--- src/rtl/buck_gate_pkg.sv ---
package buck_gate_pkg;
  typedef enum logic [1:0] {
    CMD_OFF  = 2'd0,
    CMD_LOW  = 2'd1,
    CMD_HIGH = 2'd2,
    CMD_MID  = 2'd3
  } cmd_e;

  typedef enum logic [2:0] {
    ST_IDLE,
    ST_HS,
    ST_LS,
    ST_WAIT_GL,
    ST_DEAD_HS,
    ST_WAIT_SW,
    ST_DEAD_LS
  } gate_st_e;
endpackage

--- src/rtl/bgs_sync.sv ---
module bgs_sync #(
  parameter int W = 1
) (
  input  logic         clk_i,
  input  logic         rst_ni,
  input  logic [W-1:0] d_i,
  output logic [W-1:0] q_o
);
  logic [W-1:0] meta_q, sync_q;

  always_ff @(posedge clk_i or negedge rst_ni) begin
    if (!rst_ni) begin
      meta_q <= '0;
      sync_q <= '0;
    end else begin
      meta_q <= d_i;
      sync_q <= meta_q;
    end
  end

  assign q_o = sync_q;
endmodule

--- src/rtl/bgs_cmd_holdoff.sv ---
module bgs_cmd_holdoff
  import buck_gate_pkg::*;
#(
  parameter int HOLD_CYC = 18
) (
  input  logic clk_i,
  input  logic rst_ni,
  input  logic pwm_hi_i,
  input  logic pwm_lo_i,
  output cmd_e cmd_o
);
  localparam int CW = $clog2(HOLD_CYC + 1);
  localparam logic [CW-1:0] HOLD_LAST = CW'(HOLD_CYC - 1);

  cmd_e          raw;
  cmd_e          cmd_q;
  logic [CW-1:0] mid_cnt_q;

  always_comb begin
    unique case ({pwm_hi_i, pwm_lo_i})
      2'b10:   raw = CMD_HIGH;
      2'b01:   raw = CMD_LOW;
      default: raw = CMD_MID;
    endcase
  end

  // mid code holds the last valid command until the hold-off expires
  always_ff @(posedge clk_i or negedge rst_ni) begin
    if (!rst_ni) begin
      cmd_q     <= CMD_OFF;
      mid_cnt_q <= '0;
    end else if (raw != CMD_MID) begin
      cmd_q     <= raw;
      mid_cnt_q <= '0;
    end else if (mid_cnt_q == HOLD_LAST) begin
      cmd_q     <= CMD_OFF;
    end else begin
      mid_cnt_q <= mid_cnt_q + 1'b1;
    end
  end

  assign cmd_o = cmd_q;

  p_off_needs_mid_r6: assert property (@(posedge clk_i) disable iff (!rst_ni)
    (cmd_q == CMD_OFF && $past(cmd_q) != CMD_OFF) |-> $past(raw == CMD_MID));

  p_valid_exits_off_r7: assert property (@(posedge clk_i) disable iff (!rst_ni)
    (raw != CMD_MID) |=> (cmd_q != CMD_OFF));

  p_count_bound_r5: assert property (@(posedge clk_i) disable iff (!rst_ni)
    mid_cnt_q <= HOLD_LAST);
endmodule

--- src/rtl/bgs_gate_fsm.sv ---
module bgs_gate_fsm
  import buck_gate_pkg::*;
#(
  parameter int DEAD_CYC = 2,
  parameter int MAX_WAIT = 16
) (
  input  logic clk_i,
  input  logic rst_ni,
  input  logic en_i,
  input  logic skip_ni,
  input  cmd_e cmd_i,
  input  logic gl_below_i,
  input  logic sw_below_i,
  output logic gh_o,
  output logic gl_o
);
  localparam int MAXC = (DEAD_CYC > MAX_WAIT) ? DEAD_CYC : MAX_WAIT;
  localparam int CW   = $clog2(MAXC + 1);
  localparam logic [CW-1:0] DEAD_LAST = CW'(DEAD_CYC - 1);
  localparam logic [CW-1:0] WAIT_LAST = CW'(MAX_WAIT - 1);

  gate_st_e      st_q, st_d;
  logic [CW-1:0] cnt_q, cnt_d;
  logic          gh_q, gl_q;
  logic          want_hs, want_ls;

  assign want_hs = en_i && (cmd_i == CMD_HIGH);
  assign want_ls = en_i && (cmd_i == CMD_LOW) && skip_ni;

  always_comb begin
    st_d  = st_q;
    cnt_d = cnt_q;
    if (!en_i) begin
      st_d  = ST_IDLE;
      cnt_d = '0;
    end else begin
      unique case (st_q)
        ST_IDLE: begin
          cnt_d = '0;
          if (want_hs)      st_d = gl_below_i ? ST_HS : ST_WAIT_GL;
          else if (want_ls) st_d = sw_below_i ? ST_LS : ST_WAIT_SW;
        end
        ST_HS: if (!want_hs) begin
          st_d  = want_ls ? ST_WAIT_SW : ST_IDLE;
          cnt_d = '0;
        end
        ST_LS: if (!want_ls) begin
          st_d  = want_hs ? ST_WAIT_GL : ST_IDLE;
          cnt_d = '0;
        end
        ST_WAIT_GL: begin
          if (!want_hs) begin
            st_d  = ST_IDLE;
            cnt_d = '0;
          end else if (gl_below_i || cnt_q == WAIT_LAST) begin
            st_d  = ST_DEAD_HS;
            cnt_d = '0;
          end else cnt_d = cnt_q + 1'b1;
        end
        ST_DEAD_HS: begin
          if (!want_hs) begin
            st_d  = ST_IDLE;
            cnt_d = '0;
          end else if (cnt_q == DEAD_LAST) begin
            st_d  = ST_HS;
            cnt_d = '0;
          end else cnt_d = cnt_q + 1'b1;
        end
        ST_WAIT_SW: begin
          if (!want_ls) begin
            st_d  = ST_IDLE;
            cnt_d = '0;
          end else if (sw_below_i || cnt_q == WAIT_LAST) begin
            st_d  = ST_DEAD_LS;
            cnt_d = '0;
          end else cnt_d = cnt_q + 1'b1;
        end
        ST_DEAD_LS: begin
          if (!want_ls) begin
            st_d  = ST_IDLE;
            cnt_d = '0;
          end else if (cnt_q == DEAD_LAST) begin
            st_d  = ST_LS;
            cnt_d = '0;
          end else cnt_d = cnt_q + 1'b1;
        end
        default: begin
          st_d  = ST_IDLE;
          cnt_d = '0;
        end
      endcase
    end
  end

  always_ff @(posedge clk_i or negedge rst_ni) begin
    if (!rst_ni) begin
      st_q  <= ST_IDLE;
      cnt_q <= '0;
      gh_q  <= 1'b0;
      gl_q  <= 1'b0;
    end else begin
      st_q  <= st_d;
      cnt_q <= cnt_d;
      gh_q  <= (st_d == ST_HS);
      gl_q  <= (st_d == ST_LS);
    end
  end

  assign gh_o = gh_q;
  assign gl_o = gl_q;

  p_disable_r1: assert property (@(posedge clk_i) disable iff (!rst_ni)
    !en_i |=> (!gh_q && !gl_q));

  p_skip_blocks_gl_r4: assert property (@(posedge clk_i) disable iff (!rst_ni)
    !skip_ni |=> !gl_q);

  p_gh_after_gl_off_r8: assert property (@(posedge clk_i) disable iff (!rst_ni)
    $rose(gh_q) |-> !$past(gl_q));

  p_gl_after_gh_off_r9: assert property (@(posedge clk_i) disable iff (!rst_ni)
    $rose(gl_q) |-> !$past(gh_q));

  p_wait_bound_r10: assert property (@(posedge clk_i) disable iff (!rst_ni)
    (st_q == ST_WAIT_GL || st_q == ST_WAIT_SW) |-> (cnt_q <= WAIT_LAST));
endmodule

--- src/rtl/buck_gate_seq.sv ---
module buck_gate_seq
  import buck_gate_pkg::*;
#(
  parameter int HOLD_CYC = 18,
  parameter int DEAD_CYC = 2,
  parameter int MAX_WAIT = 16
) (
  input  logic clk_i,
  input  logic rst_ni,
  input  logic pwm_hi_i,
  input  logic pwm_lo_i,
  input  logic supply_ok_i,
  input  logic disable_ni,
  input  logic skip_ni,
  input  logic gl_below_i,
  input  logic sw_below_i,
  output logic gh_o,
  output logic gl_o
);
  localparam int NSYNC = 7;

  logic [NSYNC-1:0] raw_in, sync_in;
  logic pwm_hi_s, pwm_lo_s, supply_s, dis_n_s, skip_n_s, gl_below_s, sw_below_s;
  logic en_s;
  cmd_e cmd;

  assign raw_in = {pwm_hi_i, pwm_lo_i, supply_ok_i, disable_ni, skip_ni, gl_below_i, sw_below_i};

  bgs_sync #(.W(NSYNC)) u_sync (
    .clk_i (clk_i),
    .rst_ni(rst_ni),
    .d_i   (raw_in),
    .q_o   (sync_in)
  );

  assign {pwm_hi_s, pwm_lo_s, supply_s, dis_n_s, skip_n_s, gl_below_s, sw_below_s} = sync_in;
  assign en_s = supply_s && dis_n_s;

  bgs_cmd_holdoff #(.HOLD_CYC(HOLD_CYC)) u_holdoff (
    .clk_i   (clk_i),
    .rst_ni  (rst_ni),
    .pwm_hi_i(pwm_hi_s),
    .pwm_lo_i(pwm_lo_s),
    .cmd_o   (cmd)
  );

  bgs_gate_fsm #(.DEAD_CYC(DEAD_CYC), .MAX_WAIT(MAX_WAIT)) u_fsm (
    .clk_i     (clk_i),
    .rst_ni    (rst_ni),
    .en_i      (en_s),
    .skip_ni   (skip_n_s),
    .cmd_i     (cmd),
    .gl_below_i(gl_below_s),
    .sw_below_i(sw_below_s),
    .gh_o      (gh_o),
    .gl_o      (gl_o)
  );

  p_no_overlap_r11: assert property (@(posedge clk_i) disable iff (!rst_ni)
    !(gh_o && gl_o));

  p_gate_off_when_idle_r2: assert property (@(posedge clk_i) disable iff (!rst_ni)
    (!dis_n_s && $past(!dis_n_s)) |-> (!gh_o && !gl_o));
endmodule

--- config.mk ---
export PLATFORM = sky130hd
export DESIGN_NAME = buck_gate_seq
export DESIGN_NICKNAME = d
export VERILOG_FILES = /design/src/rtl/buck_gate_pkg.sv /design/src/rtl/bgs_sync.sv /design/src/rtl/bgs_cmd_holdoff.sv /design/src/rtl/bgs_gate_fsm.sv /design/src/rtl/buck_gate_seq.sv
export SDC_FILE = /design/constraint.sdc
export NUM_CORES = 1
export LEC_CHECK = 0
export BUFFER_PORTS_ARGS = -buffer_cell sky130_fd_sc_hd__buf_4
export CAP_MARGIN = 20
export CORE_ASPECT_RATIO = 2
export CORE_MARGIN = 2
export CORE_UTILIZATION = 30
export CTS_CLUSTER_SIZE = 10
export DETAILED_ROUTE_END_ITERATION = 10
export PLACE_DENSITY = 0.49
export SYNTH_ARGS = -nofsm -noshare
export SYNTH_HDL_FRONTEND = slang
export SYNTH_SLANG_ARGS = --single-unit
export TNS_END_PERCENT = 100
--- constraint.sdc ---
create_clock -name clk_i -period 2.7 [get_ports clk_i]
set_input_delay 0 -clock clk_i [delete_from_list [all_inputs] [get_ports clk_i]]
set_output_delay 0 -clock clk_i [all_outputs]
set_load 0.02 [all_outputs]
==> flow_summary.toml <==
[timing]
setup_tns_ps = 0
finalCriticalPeriod_ps = 2260
tcrit_tclk_final = 0.836
final-hold-violation-count = 0
maxSlewHeadroom = 0.556
setup_violations = 0
drv_slew = 0
finClkSkew_ps = 5.10
grt_setup_unrepaired = "false"
timing.fmax_mhz = 443
worst-slew-pin-transition_ps = 664

[clock_tree]
post_cts.resized_instances = 0
cts_made_buffers = 5
cts.htree.levels = 2
cts-root-to-sink-buffers = 2
clock_insertion_delay_worst_skew_ps = 280
clkSlewWorstSetupHoldPaths_ps = 60
tritoncts = "done"
cts.repair_timing.setup_buffer_count = 0
post_cts_hold_buffer_count = 8
clock_root_buffer_master = "sky130_fd_sc_hd__clkbuf_8"
cts.sink_count = 31

[power_and_ir_drop]
leakage_nw = 0.785
vdd_ir_drop_max_v = 0.000323
powerDensity_nw_per_um2 = 639
power_w = 0.00112

[drt]
first_iter_violations = 18
number_of_vias_per_cell_after_detailed_routing = 5.14
postRouteAntennaNets = 0
wire_per_inst_um = 14.4
via_count = 1013
top_signal_layer_used = "met4"
met2_length_mm = 1.64
postRouteWirelength_mm = 2.83
met1Wirelength_um = 992
post-route-drc-count = 0
detailedRoute.firstPassIterationCount = 4
detailed_route_wirelength_on_metal3_um = 60

[critical_path]
critical_path_peak_fanout = 6
worst-r2r-setup-slack_ps = 440
worstSetupStartpointType = "register"
end_kind = "register"
worst_ep_required_time_ps = 2920
r2r_path_end = "u_fsm.cnt_q[2]$_DFFE_PN0P_"
critPathArrivalTime_ps = 2470
critical_path_class = "reg2reg"
r2r-start = "u_fsm.cnt_q[0]$_DFFE_PN0P_"
worst-r2r-cell-count = 8

[finish]
synthToLayoutAreaGrowth_pct = 21.9
finalNetCount = 157
layoutNonFillerInstCount = 197
diodes = 0
drive_gt1_frac = 0.204

[placed_design]
gpl.final_weighted_congestion = 0.932
dpl.cell_count = 181
port_buffers = 10
detailed_place_hpwl_mm = 2.22

[floorplanning]
initial_core_util = 0.312
design.die.area_um2 = 5390
die_w_um = 52.9
placement_rows = 35
io-pin-count = 11
chipHeight_um = 102
core_region_area_um2 = 4600

[synthesis]
synthesis.yosys.warnings = 0
postSynth.topFlopCell = "sky130_fd_sc_hd__dfrtp_1"
ys_types = 40
synthesis.area_um2 = 1440
postSynthRegisterBits = 31
synthesis.area_per_instance_um2 = 12.2
yosysSeqAreaShare = 0.541
postSynth.asyncResetShare = 1.00
syn-num-nets = 134
synth-edff-count = 0
netlist_instances = 118

[global_route]
grt_pass1_vias = 1061
grt_antenna_before_repair = 0
grt_use_total = 0.123
grt_first_pass_wirelength_mm = 4.77
overflow = 0
grt_start_max_net_pins = 32

[flow_run]
timing.max_cap.violations = 0

[outcome]
outcome = "finished clean"

[hold_path]
hold_path.class = "in2async"
-- report_power, final --
group	total, W	leakage [nW]	internal, W	switching, W
logic	0.000185	0.339	0.0000873	0.0000972
registers	0.000545	0.394	0.000501	0.0000442
clock network	0.000389	0.0515	0.000232	0.000156
-- how the worst max path moves through the flow --
stage	start	to	slack (ps)
after floorplan	u_fsm.cnt_q[0]$_DFFE_PN0P_	u_fsm.cnt_q[2]$_DFFE_PN0P_	620
after global placement	u_fsm.cnt_q[0]$_DFFE_PN0P_	u_fsm.cnt_q[4]$_DFFE_PN0P_	490
after detailed placement	u_fsm.cnt_q[0]$_DFFE_PN0P_	u_fsm.cnt_q[4]$_DFFE_PN0P_	450
after CTS	u_fsm.cnt_q[0]$_DFFE_PN0P_	u_fsm.cnt_q[4]$_DFFE_PN0P_	430
after global routing	u_fsm.cnt_q[0]$_DFFE_PN0P_	u_fsm.gh_o$_DFF_PN0_	330
final	u_fsm.cnt_q[0]$_DFFE_PN0P_	u_fsm.cnt_q[2]$_DFFE_PN0P_	440
-- flip-flops by register name, summed over array words and instances, names as in the netlist --
name	flops
u_fsm.gh_o	1
u_fsm.gl_o	1
u_fsm.cnt_q	5
u_fsm.st_q	3
u_sync.meta_q	7
u_holdoff.mid_cnt_q	5
u_sync.q_o	7
u_holdoff.cmd_o	2
-- per-layer routing --
metal / up-vias / track usage
li1: 472 / -
met1: 511 / 0.120
met2: 17 / 0.218
met3: 13 / 0.0278
met4: 0 / 0.0848
met5: - / 0
-- metrics by stage --
step                area [um^2]  setup slack, ps  utilization  hold slack [ps]
finish                     1750              443        0.380              180
global route               1750              332        0.380              224
detailed placement         1570              452        0.341            -50.2
global placement           1570              486        0.341            -57.4
CTS                        1750              433        0.380              199
floorplan                  1440              616            -             -296
-- critical path, stage by stage, from the launching register on --
cell and delay [ps]:
sky130_fd_sc_hd__dfrtp_1 420, sky130_fd_sc_hd__ha_1 240, sky130_fd_sc_hd__and3_1 190, sky130_fd_sc_hd__ha_1 220
sky130_fd_sc_hd__or3b_1 420, sky130_fd_sc_hd__o22ai_1 290, sky130_fd_sc_hd__a32oi_4 110, sky130_fd_sc_hd__o22ai_1 170
sky130_fd_sc_hd__a21o_1 130
-- kinds of logic after synthesis --
logic type	share of synthesized area
buffers and inverters	0.0227
AOI/OAI and AO/OA	0.127
DFF	0.541
and+or+nand+nor	0.194
adders and majority gates	0.0610
xor gates and xnor gates	0.0305
muxes	0.0235
-- layout by cell type (no fill, tap or decap), types with 2 or more instances in the layout --
cell | synthesis | final
sky130_fd_sc_hd__xnor2_1 | 3 | 3
sky130_fd_sc_hd__mux2_2 | 2 | 2
sky130_fd_sc_hd__or3b_1 | 2 | 2
sky130_fd_sc_hd__nor2_1 | 7 | 7
sky130_fd_sc_hd__nand3_1 | 4 | 4
sky130_fd_sc_hd__clkbuf_8 | 0 | 7
sky130_fd_sc_hd__nand2_1 | 7 | 7
sky130_fd_sc_hd__o22ai_1 | 3 | 3
sky130_fd_sc_hd__a31oi_1 | 2 | 2
sky130_fd_sc_hd__ha_1 | 7 | 7
sky130_fd_sc_hd__dfrtp_1 | 31 | 31
sky130_fd_sc_hd__nor4_1 | 2 | 2
sky130_fd_sc_hd__a21oi_1 | 2 | 2
sky130_fd_sc_hd__buf_4 | 0 | 10
sky130_fd_sc_hd__and2_1 | 3 | 3
sky130_fd_sc_hd__o21ai_2 | 2 | 2
sky130_fd_sc_hd__xor2_1 | 2 | 2
sky130_fd_sc_hd__dlygate4sd3_1 | 0 | 8
sky130_fd_sc_hd__inv_1 | 6 | 6
sky130_fd_sc_hd__nor3_1 | 3 | 3
sky130_fd_sc_hd__nor3b_2 | 3 | 3
sky130_fd_sc_hd__o21ai_0 | 5 | 5
-- final cells by class --
type / instances / area (um^2)
fill: 461 / 2850
sequential: 31 / 776
multi-input combinational: 79 / 627
timing repair buffer: 18 / 155
clock buffer: 8 / 100
tap: 55 / 68.8
inverter: 6 / 22.5
-- cell usage after synthesis, drive strengths merged, types with 3 or more instances --
master  number  area [um^2]
and2         3         18.8
inv          6         22.5
nand3        4         20.0
nor2         8         32.5
nand2        7         26.3
mux2         3         33.8
nor3b        4         45.1
nor3         3         15.0
o21ai        7         42.5
dfrtp       31          776
xnor2        3         26.3
o22ai        3         18.8
ha           7         87.6
Note: power is estimated with default switching activity, not from simulation.
